[config.mk]
export PLATFORM = sky130hd
export DESIGN_NAME = parity_stripe_ctrl
export DESIGN_NICKNAME = d
export VERILOG_FILES = /design/src/rtl/stripe_pkg.sv /design/src/rtl/stripe_map.sv /design/src/rtl/xor_accum.sv /design/src/rtl/stripe_seq.sv /design/src/rtl/parity_stripe_ctrl.sv
export SDC_FILE = /design/constraint.sdc
export NUM_CORES = 1
export LEC_CHECK = 0
export BUFFER_PORTS_ARGS = -buffer_cell sky130_fd_sc_hd__buf_2
export CAP_MARGIN = 40
export CORE_MARGIN = 4
export CORE_UTILIZATION = 50
export DETAILED_ROUTE_END_ITERATION = 7
export MAX_ROUTING_LAYER = met4
export PLACE_DENSITY_LB_ADDON = 0.1
export SETUP_SLACK_MARGIN = 0.5
export SYNTH_ARGS = -nofsm -noshare
export SYNTH_HDL_FRONTEND = slang
export SYNTH_HIERARCHICAL = 1
export SYNTH_SLANG_ARGS = --single-unit
[constraint.sdc]
create_clock -name clk -period 5.5 [get_ports clk]
set_clock_uncertainty 0.2 [all_clocks]
set_input_delay 0.55 -clock clk [delete_from_list [all_inputs] [get_ports clk]]
set_output_delay 0.55 -clock clk [all_outputs]
set_load 0.005 [all_outputs]
[src/rtl/stripe_pkg.sv]
package stripe_pkg;

  typedef enum logic [2:0] {
    S_IDLE = 3'd0,
    S_SCAN = 3'd1,
    S_RDAT = 3'd2,
    S_RPAR = 3'd3,
    S_WDAT = 3'd4,
    S_WPAR = 3'd5,
    S_DONE = 3'd6
  } seq_state_e;

endpackage

[src/rtl/stripe_map.sv]
// Logical block to (stripe, data disk, parity disk) decode.
module stripe_map #(
  parameter int NDATA = 3,
  parameter int LBA_W = 6,
  parameter int ID_W  = 2
) (
  input  logic [LBA_W-1:0] lba,
  output logic [LBA_W-1:0] stripe,
  output logic [ID_W-1:0]  data_disk,
  output logic [ID_W-1:0]  par_disk
);
  localparam int NDISK = NDATA + 1;
  localparam logic [LBA_W-1:0] DIV_D = LBA_W'(NDATA);
  localparam logic [LBA_W-1:0] DIV_K = LBA_W'(NDISK);

  logic [ID_W-1:0] slot;

  always_comb begin
    stripe    = lba / DIV_D;
    slot      = ID_W'(lba % DIV_D);
    par_disk  = ID_W'(stripe % DIV_K);
    // data slots fill the non-parity disks in ascending order
    data_disk = (slot >= par_disk) ? slot + ID_W'(1) : slot;
  end
endmodule

[src/rtl/xor_accum.sv]
// Block-wide XOR accumulator: loads a seed, then folds read data in.
module xor_accum #(
  parameter int BLK_W = 8
) (
  input  logic             clk,
  input  logic             rst_n,
  input  logic             load,
  input  logic [BLK_W-1:0] load_val,
  input  logic             fold,
  input  logic [BLK_W-1:0] din,
  output logic [BLK_W-1:0] acc
);
  logic [BLK_W-1:0] acc_q, acc_d;
  logic             acc_en;

  always_comb begin
    acc_en = load | fold;
    acc_d  = load ? load_val : (acc_q ^ din);
  end

  always_ff @(posedge clk or negedge rst_n) begin
    if (!rst_n)      acc_q <= '0;
    else if (acc_en) acc_q <= acc_d;
  end

  assign acc = acc_q;
endmodule

[src/rtl/stripe_seq.sv]
// Request sequencer: picks a path at acceptance and issues one access per cycle.
module stripe_seq
  import stripe_pkg::*;
#(
  parameter int NDISK = 4,
  parameter int ID_W  = 2
) (
  input  logic             clk,
  input  logic             rst_n,
  input  logic             req_valid,
  input  logic             req_write,
  input  logic [NDISK-1:0] fail_mask,
  input  logic [ID_W-1:0]  tgt_disk,
  input  logic [ID_W-1:0]  par_disk,
  output logic             accept,
  output logic             busy,
  output logic             done,
  output logic             err,
  output logic             dsk_en,
  output logic             dsk_we,
  output logic             wr_parity,
  output logic [ID_W-1:0]  dsk_id
);
  localparam logic [ID_W-1:0] LAST = ID_W'(NDISK - 1);

  seq_state_e       st_q, st_d;
  logic [ID_W-1:0]  k_q, k_d;
  logic             wr_q, wr_d;
  logic             err_q, err_d;
  logic [NDISK-1:0] fail_q;
  logic [ID_W:0]    nfail;
  logic             multi;

  always_comb begin
    nfail = '0;
    for (int i = 0; i < NDISK; i++) nfail = nfail + {{ID_W{1'b0}}, fail_mask[i]};
    multi = nfail > (ID_W+1)'(1);
  end

  // next state
  always_comb begin
    st_d   = st_q;
    k_d    = k_q;
    wr_d   = wr_q;
    err_d  = err_q;
    accept = (st_q == S_IDLE) && req_valid;
    unique case (st_q)
      S_IDLE: if (accept) begin
        wr_d  = req_write;
        err_d = multi;
        k_d   = '0;
        if (multi)                               st_d = S_DONE;
        else if (fail_mask[tgt_disk])            st_d = S_SCAN;
        else if (req_write && fail_mask[par_disk]) st_d = S_WDAT;
        else                                     st_d = S_RDAT;
      end
      S_SCAN: begin
        if (k_q == LAST) st_d = wr_q ? S_WPAR : S_DONE;
        else             k_d  = k_q + ID_W'(1);
      end
      S_RDAT:  st_d = wr_q ? S_RPAR : S_DONE;
      S_RPAR:  st_d = S_WDAT;
      S_WDAT:  st_d = fail_q[par_disk] ? S_DONE : S_WPAR;
      S_WPAR:  st_d = S_DONE;
      S_DONE:  st_d = S_IDLE;
      default: st_d = S_IDLE;
    endcase
  end

  // access decode
  always_comb begin
    dsk_en    = 1'b0;
    dsk_we    = 1'b0;
    wr_parity = 1'b0;
    dsk_id    = tgt_disk;
    unique case (st_q)
      S_SCAN: begin
        dsk_id = k_q;
        dsk_en = (k_q != tgt_disk) && !(wr_q && (k_q == par_disk));
      end
      S_RDAT: dsk_en = 1'b1;
      S_RPAR: begin dsk_en = 1'b1; dsk_id = par_disk; end
      S_WDAT: begin dsk_en = 1'b1; dsk_we = 1'b1; end
      S_WPAR: begin dsk_en = 1'b1; dsk_we = 1'b1; wr_parity = 1'b1; dsk_id = par_disk; end
      default: ;
    endcase
  end

  always_ff @(posedge clk or negedge rst_n) begin
    if (!rst_n) begin
      st_q  <= S_IDLE;
      k_q   <= '0;
      wr_q  <= 1'b0;
      err_q <= 1'b0;
    end else begin
      st_q  <= st_d;
      k_q   <= k_d;
      wr_q  <= wr_d;
      err_q <= err_d;
    end
  end

  always_ff @(posedge clk or negedge rst_n) begin
    if (!rst_n)      fail_q <= '0;
    else if (accept) fail_q <= fail_mask;
  end

  assign busy = (st_q != S_IDLE);
  assign done = (st_q == S_DONE);
  assign err  = done && err_q;
endmodule

[src/rtl/parity_stripe_ctrl.sv]
module parity_stripe_ctrl
  import stripe_pkg::*;
#(
  parameter  int NDATA = 3,
  parameter  int BLK_W = 8,
  parameter  int LBA_W = 6,
  localparam int NDISK = NDATA + 1,
  localparam int ID_W  = $clog2(NDISK)
) (
  input  logic             clk,
  input  logic             rst_n,
  input  logic             req_valid,
  input  logic             req_write,
  input  logic [LBA_W-1:0] req_lba,
  input  logic [BLK_W-1:0] req_wdata,
  input  logic [NDISK-1:0] fail_mask,
  output logic             busy,
  output logic             done,
  output logic             err,
  output logic [BLK_W-1:0] rd_data,
  output logic             dsk_en,
  output logic             dsk_we,
  output logic [ID_W-1:0]  dsk_id,
  output logic [LBA_W-1:0] dsk_stripe,
  output logic [BLK_W-1:0] dsk_wdata,
  input  logic [BLK_W-1:0] dsk_rdata
);
  logic [1:0]       rst_pipe;
  logic             rst_n_s;
  logic             accept;
  logic             wr_parity;
  logic [LBA_W-1:0] lba_q, map_lba;
  logic [BLK_W-1:0] wdata_q;
  logic [ID_W-1:0]  tgt_disk, par_disk;

  // reset asserts at once, releases two edges later
  always_ff @(posedge clk or negedge rst_n) begin
    if (!rst_n) rst_pipe <= '0;
    else        rst_pipe <= {rst_pipe[0], 1'b1};
  end
  assign rst_n_s = rst_pipe[1];

  always_ff @(posedge clk or negedge rst_n_s) begin
    if (!rst_n_s) begin
      lba_q   <= '0;
      wdata_q <= '0;
    end else if (accept) begin
      lba_q   <= req_lba;
      wdata_q <= req_wdata;
    end
  end

  assign map_lba = busy ? lba_q : req_lba;

  stripe_map #(.NDATA(NDATA), .LBA_W(LBA_W), .ID_W(ID_W)) u_map (
    .lba       (map_lba),
    .stripe    (dsk_stripe),
    .data_disk (tgt_disk),
    .par_disk  (par_disk)
  );

  stripe_seq #(.NDISK(NDISK), .ID_W(ID_W)) u_seq (
    .clk       (clk),
    .rst_n     (rst_n_s),
    .req_valid (req_valid),
    .req_write (req_write),
    .fail_mask (fail_mask),
    .tgt_disk  (tgt_disk),
    .par_disk  (par_disk),
    .accept    (accept),
    .busy      (busy),
    .done      (done),
    .err       (err),
    .dsk_en    (dsk_en),
    .dsk_we    (dsk_we),
    .wr_parity (wr_parity),
    .dsk_id    (dsk_id)
  );

  xor_accum #(.BLK_W(BLK_W)) u_acc (
    .clk      (clk),
    .rst_n    (rst_n_s),
    .load     (accept),
    .load_val (req_write ? req_wdata : '0),
    .fold     (dsk_en & ~dsk_we),
    .din      (dsk_rdata),
    .acc      (rd_data)
  );

  assign dsk_wdata = wr_parity ? rd_data : wdata_q;
endmodule

==> Word level (Yosys, flattened, before mapping) <==
Cells that the tools add are included.
{ "word_totals": {"ramBits": 0, "rom_bits": 0, "memories": 0, "word_cells": 78, "register_bits": 35, "latch_bits": 0, "input_bits": 30, "out_inout_bits": 29} }
{ "classes": {"n_lt_le_gt_ge": 4, "n_addsub": 5, "bitwise": 4, "multipliers": 0, "mux": 27, "shift": 0, "n_div": 2, "n_reduce_logical": 15, "n_eq_ne": 12} }
{ "ops": {"columns": ["cell", "n"], "rows": [
  ["two-way mux 8 bit", 3],
  ["two-way mux 3 bit", 6],
  ["one-hot mux 3 bit (6 select lines)", 1],
  ["two-way mux 2 bit", 5],
  ["== test 3 bit (second input constant)", 3],
  ["one-hot mux 2 bit (2 select lines)", 2],
  ["XOR 8 bit", 1],
  ["adder 3 x 1 -> 3 bit", 2],
  ["binary-select mux 1 bit (select 2 bit)", 3],
  ["divider 6 x 2 -> 6 bit (second input constant)", 1],
  ["== test 3 x 2 -> 1 bit (second input constant)", 2],
  ["< comparator 2 x 3 -> 1 bit (second input constant)", 2],
  ["remainder unit 6 x 2 -> 6 bit (second input constant)", 1],
  ["two-way mux 6 bit", 1],
  ["logical AND 1 bit", 5],
  ["two-way mux 1 bit", 5],
  ["adder 2 x 1 -> 2 bit (second input constant)", 2],
  ["!= test 2 x 1 -> 1 bit (second input constant)", 2],
  ["AND reduction 2 bit", 2],
  ["OR reduction 2 bit", 2],
  ["OR reduction 4 bit", 1],
  ["== test 3 x 1 -> 1 bit (second input constant)", 1],
  ["greater-than comparator 3 x 1 -> 1 bit (second input constant)", 1],
  ["logical NOT 3 bit", 1],
  ["other kinds (14)", 14]
]} }

==> Depth between registers and ports, before layout <==
Gate-level depths: netlist of the first run.
{ "depth": {"depth_word": 11, "mapped_depth": 29, "mapped_depth_nobuf": 25} }

==> Cells and area by module <==
The synthesis of the first run kept the hierarchy.
{ "by_module_without_submodules": {"columns": ["mod", "seq_area_each_um2", "cells_each", "area_each_um2", "n_inst"], "rows": [
  ["stripe_seq", 275.3, 91, 905.9, 1],
  ["parity_stripe_ctrl", 400.4, 57, 797.0, 1],
  ["stripe_map", 0.0, 65, 513.0, 1],
  ["xor_accum", 200.2, 43, 473.0, 1]
]} }

==> Worst setup path before layout of the first run <==
Ideal clock, no wire load.
{ "synth_path": {"path_type": "register -> register", "start": "register u_seq.st_q[0]", "end": "register u_acc.acc_q[4] (netlist: u_acc/acc[4])", "slack_ps": -545, "setup_time_ps": 126, "period_less_slack_ps": 6045, "path_buffers": 4, "path_stages_with_launch": 30, "t_arrival_ps": 5719, "required_time_ps": 5174, "path_cell_list": "dfrtp_1 -> buf_6 -> or3_4 -> buf_2 -> mux2_2 -> buf_4 -> xnor2_1 -> a211o_1 -> and2_1 -> ha_1 -> a311oi_2 -> nand2_1 -> mux2i_1 -> ha_1 -> a21oi_1 -> a31oi_1 -> o2bb2ai_2 -> ha_1 -> inv_1 -> o22ai_1 -> nor2_1 -> nand2b_1 -> xnor2_1 -> xor2_1 -> o2111ai_1 -> nand2_1 -> nor2b_1 -> buf_2 -> nand2_1 -> a221o_1"} }
{ "synth_via": {"elab_chain_len": 10, "word_cells_on_any_way": 27, "cone_classes": "1 x add/sub; 2 x div; 1 x order compare; 7 x eq/ne; 5 x mux; 3 x bitwise; 8 x reduce/logical"} }
{ "synth_lines": {"columns": ["item", "line_no", "source"], "rows": [
  ["start: declaration", "stripe_seq.sv:26", "seq_state_e st_q, st_d;"],
  ["start signal: assignment", "stripe_seq.sv:96", "st_q <= st_d;"],
  ["nonzero test 3 bit", "stripe_seq.sv:108", "assign busy = (st_q != S_IDLE);"],
  ["named net busy", "parity_stripe_ctrl.sv:17", "output logic busy,"],
  ["two-way mux 6 bit", "parity_stripe_ctrl.sv:53", "assign map_lba = busy ? lba_q : req_lba;"],
  ["named net map_lba[5]", "parity_stripe_ctrl.sv:32", "logic [LBA_W-1:0] lba_q, map_lba;"],
  ["divider 6 x 2 -> 6 bit", "stripe_map.sv:19", "stripe = lba / DIV_D;"],
  ["named net par_disk[1]", "parity_stripe_ctrl.sv:34", "logic [ID_W-1:0] tgt_disk, par_disk;"],
  ["greater-or-equal comparator 2 bit", "stripe_map.sv:23", "data_disk = (slot >= par_disk) ? slot + ID_W'(1) : slot;"],
  ["two-way mux 2 bit", "stripe_map.sv:23", null],
  ["named net tgt_disk[1]", "parity_stripe_ctrl.sv:34", null],
  ["!= test 2 bit", "stripe_seq.sv:79", "dsk_en = (k_q != tgt_disk) && !(wr_q && (k_q == par_disk));"],
  ["logical AND 1 bit", "stripe_seq.sv:79", null],
  ["one-hot mux 1 bit (2 select lines)", "stripe_seq.sv:76", "unique case (st_q)"],
  ["named net dsk_en", "parity_stripe_ctrl.sv:21", "output logic dsk_en,"],
  ["AND 1 bit", "parity_stripe_ctrl.sv:85", ".fold (dsk_en & ~dsk_we),"],
  ["bitwise OR 1 bit", "xor_accum.sv:17", "acc_en = load | fold;"],
  ["end signal: assignment", "xor_accum.sv:22", "if (!rst_n) acc_q <= '0;"],
  ["end signal: assignment", "xor_accum.sv:23", "else if (acc_en) acc_q <= acc_d;"],
  ["end: declaration", "xor_accum.sv:13", "logic [BLK_W-1:0] acc_q, acc_d;"]
]} }
The timed path passes the listed nets, and every way through them passes these cells.
A chain may end at the register's enable or synchronous reset.

==> Final worst setup path of the first run <==
{ "layout_path": {"start": "register u_seq.st_q[1]", "end": "output port dsk_en"} }
{ "layout_via": {"elab_chain_len": 8, "word_cells_on_any_way": 19, "cone_classes": "1 x add/sub; 2 x div; 1 x order compare; 7 x eq/ne; 3 x mux; 5 x reduce/logical"} }
{ "layout_lines": {"columns": ["item", "line_no"], "rows": [
  ["nonzero test 3 bit *", "stripe_seq.sv:108"],
  ["two-way mux 6 bit *", "parity_stripe_ctrl.sv:53"],
  ["named net map_lba[4]", "parity_stripe_ctrl.sv:32"],
  ["remainder unit 6 x 2 -> 6 bit / divider 6 x 2 -> 6 bit (equally long branches)", "stripe_map.sv:20, stripe_map.sv:19"],
  ["adder 2 x 1 -> 2 bit / greater-or-equal comparator 2 bit (equally long branches)", "stripe_map.sv:23"],
  ["two-way mux 2 bit *", "stripe_map.sv:23"],
  ["named net tgt_disk[1]", "parity_stripe_ctrl.sv:34"],
  ["!= test 2 bit *", "stripe_seq.sv:79"],
  ["logical AND 1 bit *", "stripe_seq.sv:79"],
  ["one-hot mux 1 bit (2 select lines) *", "stripe_seq.sv:76"],
  ["end: declaration", "parity_stripe_ctrl.sv:21"]
]} }
The timed path passes the listed nets; every way through them passes the cells marked *.

==> flow_summary.html, run 1 <==
<table>
<tr><th>Metric</th><th>Value</th></tr>
<tr><th colspan="2">Critical path</th></tr>
<tr><td>CP max FO</td><td>4</td></tr>
<tr><td>Critical setup path kind</td><td>reg2out</td></tr>
<tr><td>Type of destination of the critical path</td><td>output pin</td></tr>
<tr><td>Arrival time of data at the critical path endpoint</td><td>4.71 ns</td></tr>
<tr><td>Logic depth of the worst register-to-register path</td><td>25</td></tr>
<tr><td>WP data required</td><td>4.75 ns</td></tr>
<tr><td>Kind of start point of the critical path</td><td>flip-flop</td></tr>
<tr><td>Critical-path cell with the highest stage delay</td><td>or3_4</td></tr>
<tr><td>Cell-by-cell listing of the critical path</td><td>or3_4, mux2_4, xnor2_1, a211o_1, and2_4, ha_4, a2111oi_4, a31o_4, mux2i_1, ha_2, o41ai_4, o2bb2ai_2, ha_1, inv_1, o22ai_1, nor2_1, nand2b_4, xnor2_4, xor2_1, o2111ai_1, nand2_1, buf_2</td></tr>
<tr><td>Crit path largest cell delay</td><td>0.41 ns</td></tr>
<tr><th colspan="2">Placed design</th></tr>
<tr><td>Quantity of I/O buffers inserted on ports</td><td>57</td></tr>
<tr><td>Setup slack at placement</td><td>-0.0781 ns</td></tr>
<tr><td>Cell count after placement</td><td>385</td></tr>
<tr><td>Detailed placer's ending HPWL</td><td>4.55 mm</td></tr>
<tr><td>Final weighted congestion in routability-driven placement</td><td>0.871</td></tr>
<tr><th colspan="2">Final layout</th></tr>
<tr><td>Share of cells above drive strength 1</td><td>49.0%</td></tr>
<tr><td>Fin cells</td><td>409</td></tr>
<tr><td>Leading cell type in the layout, fill and taps excluded</td><td>buf_2</td></tr>
<tr><td>Number of antenna cells inserted</td><td>0</td></tr>
<tr><td>Commonest cells after routing, fill and taps aside</td><td>buf_2 (57), dfrtp_1 (35), buf_4 (32), mux2_2 (30), nand2_1 (13)</td></tr>
<tr><td>Synthesis-to-layout area growth</td><td>30.8%</td></tr>
<tr><td>Total number of nets in the final design</td><td>378</td></tr>
<tr><th colspan="2">Timing</th></tr>
<tr><td>PnR worst setup slack</td><td>0.0394 ns</td></tr>
<tr><td>Maximum achievable frequency</td><td>183 MHz</td></tr>
<tr><td>Rel. slew slack</td><td>46.2%</td></tr>
<tr><td>Period minus WS final</td><td>5.46 ns</td></tr>
<tr><td>Final-report setup violation count</td><td>0</td></tr>
<tr><td>Setup repair after global routing missed its margin</td><td>true</td></tr>
<tr><td>Final number of hold-violating endpoints</td><td>0</td></tr>
<tr><td>Actual transition at the worst max-transition pin</td><td>0.804 ns</td></tr>
<tr><td>Part of the cycle the worst path needs</td><td>99.3%</td></tr>
<tr><td>Max-slew violation count</td><td>0</td></tr>
<tr><th colspan="2">Hold path</th></tr>
<tr><td>Type of the most critical hold path</td><td>reg2async</td></tr>
<tr><th colspan="2">Floorplanning</th></tr>
<tr><td>Area of the core region</td><td>5170 um2</td></tr>
<tr><td>Initial core utilization</td><td>52.0%</td></tr>
<tr><td>Row Count</td><td>26</td></tr>
<tr><td>Die area</td><td>6610 um2</td></tr>
<tr><td>Die W</td><td>81.3 um</td></tr>
<tr><td>Count of boundary I/O pins</td><td>59</td></tr>
<tr><td>Die height</td><td>81.3 um</td></tr>
<tr><th colspan="2">Routing</th></tr>
<tr><td>Iteration-0 DRC count of the detailed router</td><td>79</td></tr>
<tr><td>Routed len/inst</td><td>15.3 um</td></tr>
<tr><td>Number of nets still failing antenna checks after routing</td><td>0</td></tr>
<tr><td>Routed wire length</td><td>6.25 mm</td></tr>
<tr><td>Number of vias in the routed layout</td><td>2,274</td></tr>
<tr><td>First drt pass iteration count</td><td>4</td></tr>
<tr><td>DRC errors left</td><td>0</td></tr>
<tr><td>Via density</td><td>5.56</td></tr>
<tr><th colspan="2">Logic synthesis</th></tr>
<tr><td>Yosys warning total</td><td>6</td></tr>
<tr><td>Number of cells produced by synthesis</td><td>256</td></tr>
<tr><td>Average size of a mapped cell</td><td>10.5 um2</td></tr>
<tr><td>Proportion of synthesized flip-flops having asynchronous set or reset</td><td>100%</td></tr>
<tr><td>Number of enable flip-flop cells after synthesis</td><td>0</td></tr>
<tr><td>Mapped cell area</td><td>2690 um2</td></tr>
<tr><td>Synth top area cells</td><td>dfrtp_1 (33%), mux2_2 (13%), ha_1 (3.3%)</td></tr>
<tr><td>Nets in the synthesized netlist</td><td>294</td></tr>
<tr><td>Register bit total from synthesis</td><td>35</td></tr>
<tr><td>Area share of the largest cell type after synthesis</td><td>32.6%</td></tr>
<tr><td>Cell taking the most area after synthesis</td><td>dfrtp_1</td></tr>
<tr><td>Number of distinct library cell variants in the gate-level netlist after synthesis</td><td>61</td></tr>
<tr><td>Leading register cell type out of synthesis</td><td>dfrtp_1</td></tr>
<tr><td>Portion of the post-synthesis area used by sequential elements</td><td>32.6%</td></tr>
<tr><th colspan="2">Global route</th></tr>
<tr><td>Vias in the first global route</td><td>2,175</td></tr>
<tr><td>Total congestion overflow after global routing</td><td>0</td></tr>
<tr><td>First-pass GRT wire length</td><td>10.1 mm</td></tr>
<tr><td>Largest net degree at the start of global routing</td><td>40</td></tr>
<tr><td>Initial antenna violation count</td><td>0</td></tr>
<tr><td>Global-route usage over all layers</td><td>20.2%</td></tr>
<tr><th colspan="2">CTS</th></tr>
<tr><td>Skew-Pair Late Insertion Delay</td><td>0.28 ns</td></tr>
<tr><td>Clock root buffer</td><td>clkbuf_8</td></tr>
<tr><td>Clock tree from TritonCTS</td><td>built</td></tr>
<tr><td>Maximum clock path buffer count</td><td>2</td></tr>
<tr><td>Number of levels the H-tree was split into</td><td>2</td></tr>
<tr><td>Number of buffers created by CTS</td><td>5</td></tr>
<tr><td>Number of clock sinks</td><td>35</td></tr>
<tr><td>Clock-pin slew reported for the worst setup and hold paths after clock tree synthesis</td><td>0.07 ns</td></tr>
<tr><th colspan="2">Run</th></tr>
<tr><td>Count of maximum capacitance violations</td><td>0</td></tr>
<tr><th colspan="2">Status</th></tr>
<tr><td>Status</td><td>completed</td></tr>
</table>
-- critical path, delay by kind of cell (launching register included) --
kind / cells / cell delay, ns
flops: 1 / 0.39
compound gates: 7 / 1.41
fa+ha+maj: 3 / 0.71
xor+xnor: 3 / 0.42
simple gates: 5 / 0.91
buf+inv: 2 / 0.17
mux: 2 / 0.40
-- area by class of cell --
cell class / instances / area, um2
Clock buffer: 6 / 72.6
Fill cell: 399 / 1660
Inverter: 15 / 56.3
Multi-Input combinational cell: 190 / 1850
Sequential cell: 35 / 876
Tap cell: 70 / 87.6
Timing Repair Buffer: 93 / 578
-- sequential cells by signal (all words and copies together), names as in the netlist --
name and count:
u_seq/st_q 3, rst_pipe 2, u_seq/k_q 2, u_acc/acc 8, lba_q 6, u_seq/err_q 1
u_seq/fail_q 4, u_seq/wr_q 1, wdata_q 8
-- Yosys cell counts (all sizes together) (2+ instances only) --
cell type,n
a2111oi,2
a211oi,2
a21o,2
a21oi,9
a221o,8
a22o,3
a31oi,4
and2,11
and4bb,3
buf,15
clkbuf,2
conb,2
dfrtp,35
ha,7
inv,15
mux2,36
mux2i,2
mux4,3
nand2,14
nand2b,5
nand3,3
nand3b,2
nor2,7
nor2b,12
nor3,4
nor3b,2
nor4bb,5
o21ai,7
o22ai,6
o41ai,2
xnor2,6
xor2,2
-- routing by layer --
metal	wire length, um	part of all wire [%]	global-route usage, %	vias to the layer above
met5	0	0	-	-
met2	3140	50	34.0	45
met3	259	4.1	2.88	4
met1	2800	45	25.3	1115
li1	-	-	-	1110
met4	48	0.77	5.41	0
-- cell families (layout without fill, tap and decap cells) --
family          count (synthesis)  count (layout)  share of synthesized area, %
xor+xnor                        8               8                          2.61
fa+ha+maj                       8               8                          4.00
other cells                     2               2                         0.279
flops                          35              35                          32.6
mux                            41              41                          18.5
compound gates                 57              57                          17.7
buf+inv                        32             114                          7.26
simple gates                   73              74                          17.1
-- final timing paths --
path,from,endpoint,slack (ns)
setup reg to reg,u_seq/st_q[1],u_acc/acc[5],0.12
min in group clk,rst_pipe[0],rst_pipe[1],0.16
max in group asynchronous,rst_n,rst_pipe[0],4.63
hold reg to reg,rst_pipe[1],wdata_q[7],0.07
setup / recovery,u_seq/st_q[1],dsk_en,0.04
hold / removal,rst_pipe[1],wdata_q[7],0.07
-- repair_timing --
action | CTS | global route
gates resized for setup | 13 | 10
setup endpoints to repair | 14 | 14
hold endpoints to repair | 2 | 0
hold buffers | 1 | 0
pin swaps | 19 | 3
buffers inserted | 13 | 3
cloned | 1 | 0
-- per-stage QoR --
stage / setup TNS, ns / hold slack (ns) / utilization (%) / instance area, um2
finish: 0 / 0.0662 / 68.0 / 3520
detailed placement: -0.292 / 0.0899 / 60.8 / 3140
global placement: 0 / 0.0947 / 60.4 / 3120
global route: -1.24 / 0.129 / 68.0 / 3520
floorplan: -2.49 / 0.0544 / - / 2770
CTS: 0 / 0.0847 / 66.0 / 3420
Power of run 1 is left out: the tool's default activity adds up to more than one toggle a clock period on the data nets, which glitch-free logic cannot reach.
==> inputs of run 2 (changes only) <==
--- a/config.mk
+++ b/config.mk
@@ -15,5 +15,4 @@
 export SETUP_SLACK_MARGIN = 0.5
 export SYNTH_ARGS = -nofsm -noshare
 export SYNTH_HDL_FRONTEND = slang
-export SYNTH_HIERARCHICAL = 1
 export SYNTH_SLANG_ARGS = --single-unit
==> flow_summary.html, run 2 <==
<table>
<tr><th>Metric</th><th>Value</th></tr>
<tr><th colspan="2">Floorplanning</th></tr>
<tr><td>Count of boundary I/O pins</td><td>59 (unchanged)</td></tr>
<tr><td>Initial core utilization</td><td>51.8% (was 52.0%)</td></tr>
<tr><td>Die W</td><td>86.6 um (was 81.3 um)</td></tr>
<tr><td>Area of the core region</td><td>5960 um2 (was 5170 um2)</td></tr>
<tr><td>Row Count</td><td>28 (was 26)</td></tr>
<tr><td>Die area</td><td>7500 um2 (was 6610 um2)</td></tr>
<tr><td>Die height</td><td>86.6 um (was 81.3 um)</td></tr>
<tr><th colspan="2">Timing</th></tr>
<tr><td>Rel. slew slack</td><td>63.6% (was 46.2%)</td></tr>
<tr><td>Setup repair after global routing missed its margin</td><td>true (unchanged)</td></tr>
<tr><td>Part of the cycle the worst path needs</td><td>97.2% (was 99.3%)</td></tr>
<tr><td>PnR worst setup slack</td><td>0.156 ns (was 0.0394 ns)</td></tr>
<tr><td>Worst Hold Slack</td><td>0.0724 ns (was 0.0662 ns)</td></tr>
<tr><td>Period minus WS final</td><td>5.34 ns (was 5.46 ns)</td></tr>
<tr><td>Actual transition at the worst max-transition pin</td><td>0.547 ns (was 0.804 ns)</td></tr>
<tr><td>Max-slew violation count</td><td>0 (unchanged)</td></tr>
<tr><td>Final number of hold-violating endpoints</td><td>0 (unchanged)</td></tr>
<tr><td>Maximum achievable frequency</td><td>187 MHz (was 183 MHz)</td></tr>
<tr><td>Final-report setup violation count</td><td>0 (unchanged)</td></tr>
<tr><th colspan="2">Critical path</th></tr>
<tr><td>Arrival time of data at the critical path endpoint</td><td>4.59 ns (was 4.71 ns)</td></tr>
<tr><td>Kind of start point of the critical path</td><td>flip-flop (unchanged)</td></tr>
<tr><td>Crit path largest cell delay</td><td>0.56 ns (was 0.41 ns)</td></tr>
<tr><td>Critical-path cell with the highest stage delay</td><td>or4b_4 (was or3_4)</td></tr>
<tr><td>WP data required</td><td>4.75 ns (about the same)</td></tr>
<tr><td>Family with the most delay on the worst path</td><td>simple AND/OR/NAND/NOR gates (was compound AO/OA/AOI/OAI gates)</td></tr>
<tr><td>CP max FO</td><td>8 (was 4)</td></tr>
<tr><td>Most frequent CP cell</td><td>buf_4</td></tr>
<tr><td>Cell-by-cell listing of the critical path</td><td>or4b_4, a211oi_1, a32oi_2, nand3b_1, ha_2, nor2_2, o211ai_1, a21oi_2, buf_4, buf_4, clkinvlp_4, ha_4, nor2b_4, or4_4, buf_4, buf_6, buf_4, nand2_2, xnor2_2, a21oi_1, o211ai_1, buf_2 (was or3_4, mux2_4, xnor2_1, a211o_1, and2_4, ha_4, a2111oi_4, a31o_4, mux2i_1, ha_2, o41ai_4, o2bb2ai_2, ha_1, inv_1, o22ai_1, nor2_1, nand2b_4, xnor2_4, xor2_1, o2111ai_1, nand2_1, buf_2)</td></tr>
<tr><td>Critical setup path kind</td><td>reg2out (unchanged)</td></tr>
<tr><td>Type of destination of the critical path</td><td>output pin (unchanged)</td></tr>
<tr><td>Count of buffer and inverter cells on the critical path</td><td>7 (was 2)</td></tr>
<tr><th colspan="2">Final layout</th></tr>
<tr><td>Filler cell count in the final layout</td><td>490 (was 399)</td></tr>
<tr><td>Fin cells</td><td>518 (was 409)</td></tr>
<tr><td>Post-route cell area</td><td>4030 um2 (was 3520 um2)</td></tr>
<tr><td>Share of cells above drive strength 1</td><td>41.5% (was 49.0%)</td></tr>
<tr><td>Number of antenna cells inserted</td><td>0 (unchanged)</td></tr>
<tr><td>Leading cell type in the layout, fill and taps excluded</td><td>buf_2 (unchanged)</td></tr>
<tr><td>Total number of nets in the final design</td><td>478 (was 378)</td></tr>
<tr><td>Synthesis-to-layout area growth</td><td>30.6% (was 30.8%)</td></tr>
<tr><td>Commonest cells after routing, fill and taps aside</td><td>buf_2 (57), nand2_1 (43), buf_4 (33), dfrtp_1 (31), mux2_2 (20) (was buf_2 (57), dfrtp_1 (35), buf_4 (32), mux2_2 (30), nand2_1 (13))</td></tr>
<tr><th colspan="2">Run</th></tr>
<tr><td>Count of maximum capacitance violations</td><td>0 (unchanged)</td></tr>
<tr><th colspan="2">Logic synthesis</th></tr>
<tr><td>Yosys warning total</td><td>0 (was 6)</td></tr>
<tr><td>Nets in the synthesized netlist</td><td>396 (was 294)</td></tr>
<tr><td>Proportion of synthesized flip-flops having asynchronous set or reset</td><td>100% (unchanged)</td></tr>
<tr><td>Number of cells produced by synthesis</td><td>360 (was 256)</td></tr>
<tr><td>Portion of the post-synthesis area used by sequential elements</td><td>28.4% (was 32.6%)</td></tr>
<tr><td>Most common cell in the netlist</td><td>nand2_1 (was dfrtp_1)</td></tr>
<tr><td>Register bit total from synthesis</td><td>35 (unchanged)</td></tr>
<tr><td>Number of distinct library cell variants in the gate-level netlist after synthesis</td><td>70 (was 61)</td></tr>
<tr><td>Cell taking the most area after synthesis</td><td>dfrtp_1 (unchanged)</td></tr>
<tr><td>Number of enable flip-flop cells after synthesis</td><td>0 (unchanged)</td></tr>
<tr><td>Leading register cell type out of synthesis</td><td>dfrtp_1 (unchanged)</td></tr>
<tr><td>Area share of the largest cell type after synthesis</td><td>28.4% (was 32.6%)</td></tr>
<tr><td>Cell types with the highest counts after synthesis</td><td>nand2_1 (44), dfrtp_1 (35), mux2_2 (21) (was dfrtp_1 (35), mux2_2 (31), inv_1 (14), nand2_1 (14), nor2b_1 (12))</td></tr>
<tr><td>Mapped cell area</td><td>3090 um2 (was 2690 um2)</td></tr>
<tr><td>Synth top area cells</td><td>dfrtp_1 (28%), mux2_2 (7.7%), nand2_1 (5.3%) (was dfrtp_1 (33%), mux2_2 (13%), ha_1 (3.3%))</td></tr>
<tr><td>Average size of a mapped cell</td><td>8.58 um2 (was 10.5 um2)</td></tr>
<tr><th colspan="2">CTS</th></tr>
<tr><td>Clock-pin slew reported for the worst setup and hold paths after clock tree synthesis</td><td>0.09 ns (was 0.07 ns)</td></tr>
<tr><td>Clock tree from TritonCTS</td><td>built (unchanged)</td></tr>
<tr><td>Number of levels the H-tree was split into</td><td>2 (unchanged)</td></tr>
<tr><td>Number of clock sinks</td><td>35 (unchanged)</td></tr>
<tr><td>Skew-Pair Late Insertion Delay</td><td>0.29 ns (was 0.28 ns)</td></tr>
<tr><td>Maximum clock path buffer count</td><td>2 (unchanged)</td></tr>
<tr><td>Number of buffers created by CTS</td><td>5 (unchanged)</td></tr>
<tr><td>Clock root buffer</td><td>clkbuf_8 (unchanged)</td></tr>
<tr><th colspan="2">Global route</th></tr>
<tr><td>Initial antenna violation count</td><td>0 (unchanged)</td></tr>
<tr><td>First-pass GRT wire length</td><td>14.9 mm (was 10.1 mm)</td></tr>
<tr><td>Vias in the first global route</td><td>3,062 (was 2,175)</td></tr>
<tr><td>Total congestion overflow after global routing</td><td>0 (unchanged)</td></tr>
<tr><td>Global-route usage over all layers</td><td>25.5% (was 20.2%)</td></tr>
<tr><td>Largest net degree at the start of global routing</td><td>34 (was 40)</td></tr>
<tr><th colspan="2">Placed design</th></tr>
<tr><td>Placement-stage cell area</td><td>3490 um2 (was 3140 um2)</td></tr>
<tr><td>Final weighted congestion in routability-driven placement</td><td>0.887 (was 0.871)</td></tr>
<tr><td>Setup slack at placement</td><td>0.113 ns (was -0.0781 ns)</td></tr>
<tr><td>Detailed placer's ending HPWL</td><td>5.84 mm (was 4.55 mm)</td></tr>
<tr><td>Cell count after placement</td><td>474 (was 385)</td></tr>
<tr><td>Quantity of I/O buffers inserted on ports</td><td>57 (unchanged)</td></tr>
<tr><th colspan="2">Routing</th></tr>
<tr><td>First drt pass iteration count</td><td>5 (was 4)</td></tr>
<tr><td>Iteration-0 DRC count of the detailed router</td><td>266 (was 79)</td></tr>
<tr><td>Number of vias in the routed layout</td><td>3,227 (was 2,274)</td></tr>
<tr><td>Routed len/inst</td><td>18.1 um (was 15.3 um)</td></tr>
<tr><td>Number of nets still failing antenna checks after routing</td><td>0 (unchanged)</td></tr>
<tr><td>DRC errors left</td><td>0 (unchanged)</td></tr>
<tr><td>Via density</td><td>6.23 (was 5.56)</td></tr>
<tr><td>Routed wire length</td><td>9.39 mm (was 6.25 mm)</td></tr>
<tr><th colspan="2">Status</th></tr>
<tr><td>Status</td><td>completed (unchanged)</td></tr>
<tr><th colspan="2">Hold path</th></tr>
<tr><td>Type of the most critical hold path</td><td>reg2async (unchanged)</td></tr>
</table>
==> run 2: cell count changes after synthesis, moves of 8 or more <==
| cell | change |
|---|---|
| mux2_2 | -10 |
| a32oi_1 | +10 |
| nor4b_1 | +8 |
| and2_1 | -8 |
| nand2_1 | +30 |
| o221ai_1 | +8 |
| nor2_1 | +11 |
| o21ai_0 | +10 |
| nor2b_1 | -8 |
| a21oi_1 | +11 |
| clkbuf_1 | +15 |
==> run 2: area by class of cell <==
| type | instances | area (um2) | area share, % |
|---|---|---|---|
| Clock inverter | 2 | 12.5 | 0.310 |
| Multi-Input combinational cell | 273 | 2160 | 53.6 |
| Timing Repair Buffer | 108 | 734 | 18.2 |
| Sequential cell | 35 | 881 | 21.8 |
| Inverter | 19 | 77.6 | 1.92 |
| Clock buffer | 6 | 72.6 | 1.80 |
| Tap cell | 75 | 93.8 | 2.33 |
==> run 2: metal layers <==
metal	GRT usage, %	vias to the layer above	wire length (um)	share of wire, %
met3	3.80	25	649	6.9
met4	9.21	0	298	3.2
li1	-	1491	-	-
met2	40.2	155	4430	47
met5	-	-	0	0
met1	33.5	1556	4010	43
==> run 2: final timing paths <==
path,start,to,slack (ns),depth (start not counted)
hold reg to reg,rst_pipe[1],lba_q[5],0.07,1
max in group asynchronous,rst_n,rst_pipe[1],4.65,2
min in group clk,rst_pipe[0],rst_pipe[1],0.16,0
hold / removal,rst_pipe[1],lba_q[5],0.07,1
setup reg to reg,u_seq.st_q[0],u_seq.st_q[0],0.20,31
setup / recovery,u_seq.st_q[0],dsk_id[1],0.16,22
==> run 2: what timing repair did <==
item                                   4_1_cts  5_1_grt
setup endpoints to repair                    5       13
buffers inserted                            30        5
hold buffers                                 1        0
endpoints found under the hold margin        2        0
pin swaps                                   11       10
gates resized for setup                      7       38
==> run 2: cell families after synthesis <==
group | share of synthesized area [%]
simple gates | 22.6
compound gates | 22.9
buf+inv | 7.62
flops | 28.4
mux | 12.2
xor+xnor | 3.69
fa+ha+maj | 2.43
other cells | 0.243
==> run 2: metrics by stage <==
stage                     util, %  TNS (ns)
after floorplan                 -         0
after global placement       58.5         0
after detailed placement     58.6         0
after CTS                    64.5         0
after global routing         67.7   -0.0228
final                        67.7         0
Power of run 2 is left out for the same reason.
==> inputs of run 3 (changes only) <==
--- a/config.mk
+++ b/config.mk
@@ -7,12 +7,11 @@
 export LEC_CHECK = 0
 export BUFFER_PORTS_ARGS = -buffer_cell sky130_fd_sc_hd__buf_2
 export CAP_MARGIN = 40
-export CORE_MARGIN = 4
+export CORE_MARGIN = 10
 export CORE_UTILIZATION = 50
 export DETAILED_ROUTE_END_ITERATION = 7
-export MAX_ROUTING_LAYER = met4
 export PLACE_DENSITY_LB_ADDON = 0.1
-export SETUP_SLACK_MARGIN = 0.5
+export SETUP_SLACK_MARGIN = 0.1
 export SYNTH_ARGS = -nofsm -noshare
 export SYNTH_HDL_FRONTEND = slang
 export SYNTH_SLANG_ARGS = --single-unit
==> flow_summary.html, run 3 (synthesized netlist as in run 2, its figures left out) <==
<table>
<tr><th>Metric</th><th>Value</th></tr>
<tr><th colspan="2">Status</th></tr>
<tr><td>Status</td><td>completed (unchanged)</td></tr>
<tr><th colspan="2">Routing</th></tr>
<tr><td>DRC errors left</td><td>0 (unchanged)</td></tr>
<tr><td>Number of nets still failing antenna checks after routing</td><td>0 (unchanged)</td></tr>
<tr><td>Number of vias in the routed layout</td><td>2,961 (was 3,227)</td></tr>
<tr><td>Routed len/inst</td><td>17.5 um (was 18.1 um)</td></tr>
<tr><td>Routed wire length</td><td>8.66 mm (was 9.39 mm)</td></tr>
<tr><td>Iteration-0 DRC count of the detailed router</td><td>188 (was 266)</td></tr>
<tr><td>Via density</td><td>5.98 (was 6.23)</td></tr>
<tr><td>First drt pass iteration count</td><td>4 (was 5)</td></tr>
<tr><th colspan="2">Final layout</th></tr>
<tr><td>Post-layout utilization of the core</td><td>62.0% (was 67.7%)</td></tr>
<tr><td>Commonest cells after routing, fill and taps aside</td><td>buf_2 (57), nand2_1 (44), dfrtp_1 (32), buf_4 (25) (was buf_2 (57), nand2_1 (43), buf_4 (33), dfrtp_1 (31), mux2_2 (20))</td></tr>
<tr><td>Number of antenna cells inserted</td><td>0 (unchanged)</td></tr>
<tr><td>Total number of nets in the final design</td><td>455 (was 478)</td></tr>
<tr><td>Total area of sequential cells</td><td>880 um2 (was 881 um2)</td></tr>
<tr><td>Share of cells above drive strength 1</td><td>33.8% (was 41.5%)</td></tr>
<tr><td>Leading cell type in the layout, fill and taps excluded</td><td>buf_2 (unchanged)</td></tr>
<tr><td>Filler cell count in the final layout</td><td>545 (was 490)</td></tr>
<tr><td>Area occupied by multi-input gates</td><td>2060 um2 (was 2160 um2)</td></tr>
<tr><td>Fin cells</td><td>495 (was 518)</td></tr>
<tr><td>Synthesis-to-layout area growth</td><td>19.6% (was 30.6%)</td></tr>
<tr><th colspan="2">Floorplanning</th></tr>
<tr><td>Die area</td><td>9720 um2 (was 7500 um2)</td></tr>
<tr><td>Die W</td><td>98.6 um (was 86.6 um)</td></tr>
<tr><td>Row Count</td><td>28 (unchanged)</td></tr>
<tr><td>Die height</td><td>98.6 um (was 86.6 um)</td></tr>
<tr><td>Count of boundary I/O pins</td><td>59 (unchanged)</td></tr>
<tr><td>Initial core utilization</td><td>51.8% (unchanged)</td></tr>
<tr><td>Area of the core region</td><td>5960 um2 (unchanged)</td></tr>
<tr><th colspan="2">Critical path</th></tr>
<tr><td>Type of destination of the critical path</td><td>output pin (unchanged)</td></tr>
<tr><td>Crit path largest cell delay</td><td>0.57 ns (was 0.56 ns)</td></tr>
<tr><td>Arrival time of data at the critical path endpoint</td><td>4.66 ns (was 4.59 ns)</td></tr>
<tr><td>WP data required</td><td>4.75 ns (about the same)</td></tr>
<tr><td>Cell-by-cell listing of the critical path</td><td>or4b_4, buf_4, a211oi_2, a32oi_1, nand3b_1, ha_2, nor2_1, o211ai_1, a21oi_2, mux2_4, ha_4, nor2b_1, or4_4, xor2_4, nor3b_2, mux2_4, nor3_2, or3_1, buf_2 (was or4b_4, a211oi_1, a32oi_2, nand3b_1, ha_2, nor2_2, o211ai_1, a21oi_2, buf_4, buf_4, clkinvlp_4, ha_4, nor2b_4, or4_4, buf_4, buf_6, buf_4, nand2_2, xnor2_2, a21oi_1, o211ai_1, buf_2)</td></tr>
<tr><td>Critical-path cell with the highest stage delay</td><td>or4_4 (was or4b_4)</td></tr>
<tr><td>Most frequent CP cell</td><td>mux2_4 (was buf_4)</td></tr>
<tr><td>CP max FO</td><td>5 (was 8)</td></tr>
<tr><td>Kind of start point of the critical path</td><td>flip-flop (unchanged)</td></tr>
<tr><td>Critical setup path kind</td><td>reg2out (unchanged)</td></tr>
<tr><th colspan="2">Global route</th></tr>
<tr><td>First-pass GRT wire length</td><td>14.4 mm (was 14.9 mm)</td></tr>
<tr><td>Largest net degree at the start of global routing</td><td>34 (unchanged)</td></tr>
<tr><td>Vias in the first global route</td><td>3,002 (was 3,062)</td></tr>
<tr><td>Total congestion overflow after global routing</td><td>0 (unchanged)</td></tr>
<tr><td>Initial antenna violation count</td><td>0 (unchanged)</td></tr>
<tr><td>Global-route usage over all layers</td><td>17.3% (was 25.5%)</td></tr>
<tr><th colspan="2">Timing</th></tr>
<tr><td>Final-report setup violation count</td><td>0 (unchanged)</td></tr>
<tr><td>Setup repair after global routing missed its margin</td><td>true (unchanged)</td></tr>
<tr><td>Rel. slew slack</td><td>63.0% (was 63.6%)</td></tr>
<tr><td>Actual transition at the worst max-transition pin</td><td>0.555 ns (was 0.547 ns)</td></tr>
<tr><td>Maximum achievable frequency</td><td>185 MHz (was 187 MHz)</td></tr>
<tr><td>Part of the cycle the worst path needs</td><td>98.4% (was 97.2%)</td></tr>
<tr><td>Period minus WS final</td><td>5.41 ns (was 5.34 ns)</td></tr>
<tr><td>Final number of hold-violating endpoints</td><td>0 (unchanged)</td></tr>
<tr><td>PnR worst setup slack</td><td>0.0896 ns (was 0.156 ns)</td></tr>
<tr><td>Max-slew violation count</td><td>0 (unchanged)</td></tr>
<tr><th colspan="2">Placed design</th></tr>
<tr><td>Detailed placer's ending HPWL</td><td>6.22 mm (was 5.84 mm)</td></tr>
<tr><td>Final weighted congestion in routability-driven placement</td><td>0.896 (was 0.887)</td></tr>
<tr><td>Quantity of I/O buffers inserted on ports</td><td>57 (unchanged)</td></tr>
<tr><td>Setup slack at placement</td><td>0.105 ns (was 0.113 ns)</td></tr>
<tr><td>Cell count after placement</td><td>475 (was 474)</td></tr>
<tr><th colspan="2">Run</th></tr>
<tr><td>Count of maximum capacitance violations</td><td>0 (unchanged)</td></tr>
<tr><th colspan="2">Hold path</th></tr>
<tr><td>Type of the most critical hold path</td><td>reg2async (unchanged)</td></tr>
<tr><th colspan="2">CTS</th></tr>
<tr><td>Number of levels the H-tree was split into</td><td>2 (unchanged)</td></tr>
<tr><td>Clock root buffer</td><td>clkbuf_8 (unchanged)</td></tr>
<tr><td>Maximum clock path buffer count</td><td>2 (unchanged)</td></tr>
<tr><td>Clock tree from TritonCTS</td><td>built (unchanged)</td></tr>
<tr><td>Clock-pin slew reported for the worst setup and hold paths after clock tree synthesis</td><td>0.09 ns (about the same)</td></tr>
<tr><td>Skew-Pair Late Insertion Delay</td><td>0.30 ns (was 0.29 ns)</td></tr>
<tr><td>Number of buffers created by CTS</td><td>5 (unchanged)</td></tr>
<tr><td>Number of clock sinks</td><td>35 (unchanged)</td></tr>
</table>
==> run 3: cell types whose count changed in the layout (fill, tap and decap cells not counted), moves of 2 or more <==
cell,previous run,this run
o221ai_1,0,8
buf_6,17,2
a21oi_2,4,1
o221ai_2,9,1
a21oi_1,17,20
a211oi_4,2,0
buf_4,33,25
==> run 3: final timing paths <==
check                      slack, ns           from  depth (start not counted)               to
max                             0.09  u_seq.st_q[0]                         19           dsk_en
max in group asynchronous       4.65          rst_n                          2      rst_pipe[0]
min in group clk                0.15    rst_pipe[0]                          0      rst_pipe[1]
min                             0.08    rst_pipe[1]                          1  u_seq.fail_q[2]
max reg2reg                     0.46  u_seq.st_q[0]                         19     u_acc.acc[2]
min reg2reg                     0.08    rst_pipe[1]                          1  u_seq.fail_q[2]
==> run 3: per-stage QoR <==
stage | hold WS [ns] | setup TNS (ns) | area [um2]
6_report | 0.0770 | 0 | 3690
3_5_place_dp | 0.106 | 0 | 3430
4_1_cts | 0.109 | 0 | 3600
5_1_grt | 0.131 | -0.0651 | 3690
3_3_place_gp | 0.0984 | 0 | 3420
2_1_floorplan | 0.0544 | 0 | 3090
==> run 3: area by class of cell <==
cell class | instances | area share [%]
clock inverter | 2 | 0.339
sequential | 35 | 23.8
timing repair buffer | 85 | 13.7
multi-input combinational | 273 | 55.7
tap | 75 | 2.54
clock buffer | 6 | 1.97
inverter | 19 | 1.93
==> run 3: critical path: cells and delay by family (launching register included) <==
family	cells	cell delay (ns)
compound gates	4	0.53
flops	1	0.48
buf+inv	2	0.31
fa+ha+maj	2	0.41
xor+xnor	1	0.18
mux	2	0.51
simple gates	8	1.94
==> run 3: what timing repair did <==
| item | 4_1_cts | 5_1_grt |
|---|---|---|
| pin swaps | 4 | 12 |
| setup endpoints to repair | 2 | 3 |
| hold buffers | 1 | 0 |
| cloned | 0 | 0 |
| setup buffers | 8 | 3 |
| gates resized for setup | 6 | 13 |
| hold endpoints to repair | 2 | 0 |
==> run 3: per-layer routing <==
metal	wire [um]	global-route usage, %	vias up
li1	-	-	1445
met1	3930	21.6	1435
met2	4090	28.6	75
met3	564	4.68	6
met4	76	4.96	0
met5	0	0	-
Power of run 3 is left out for the same reason.
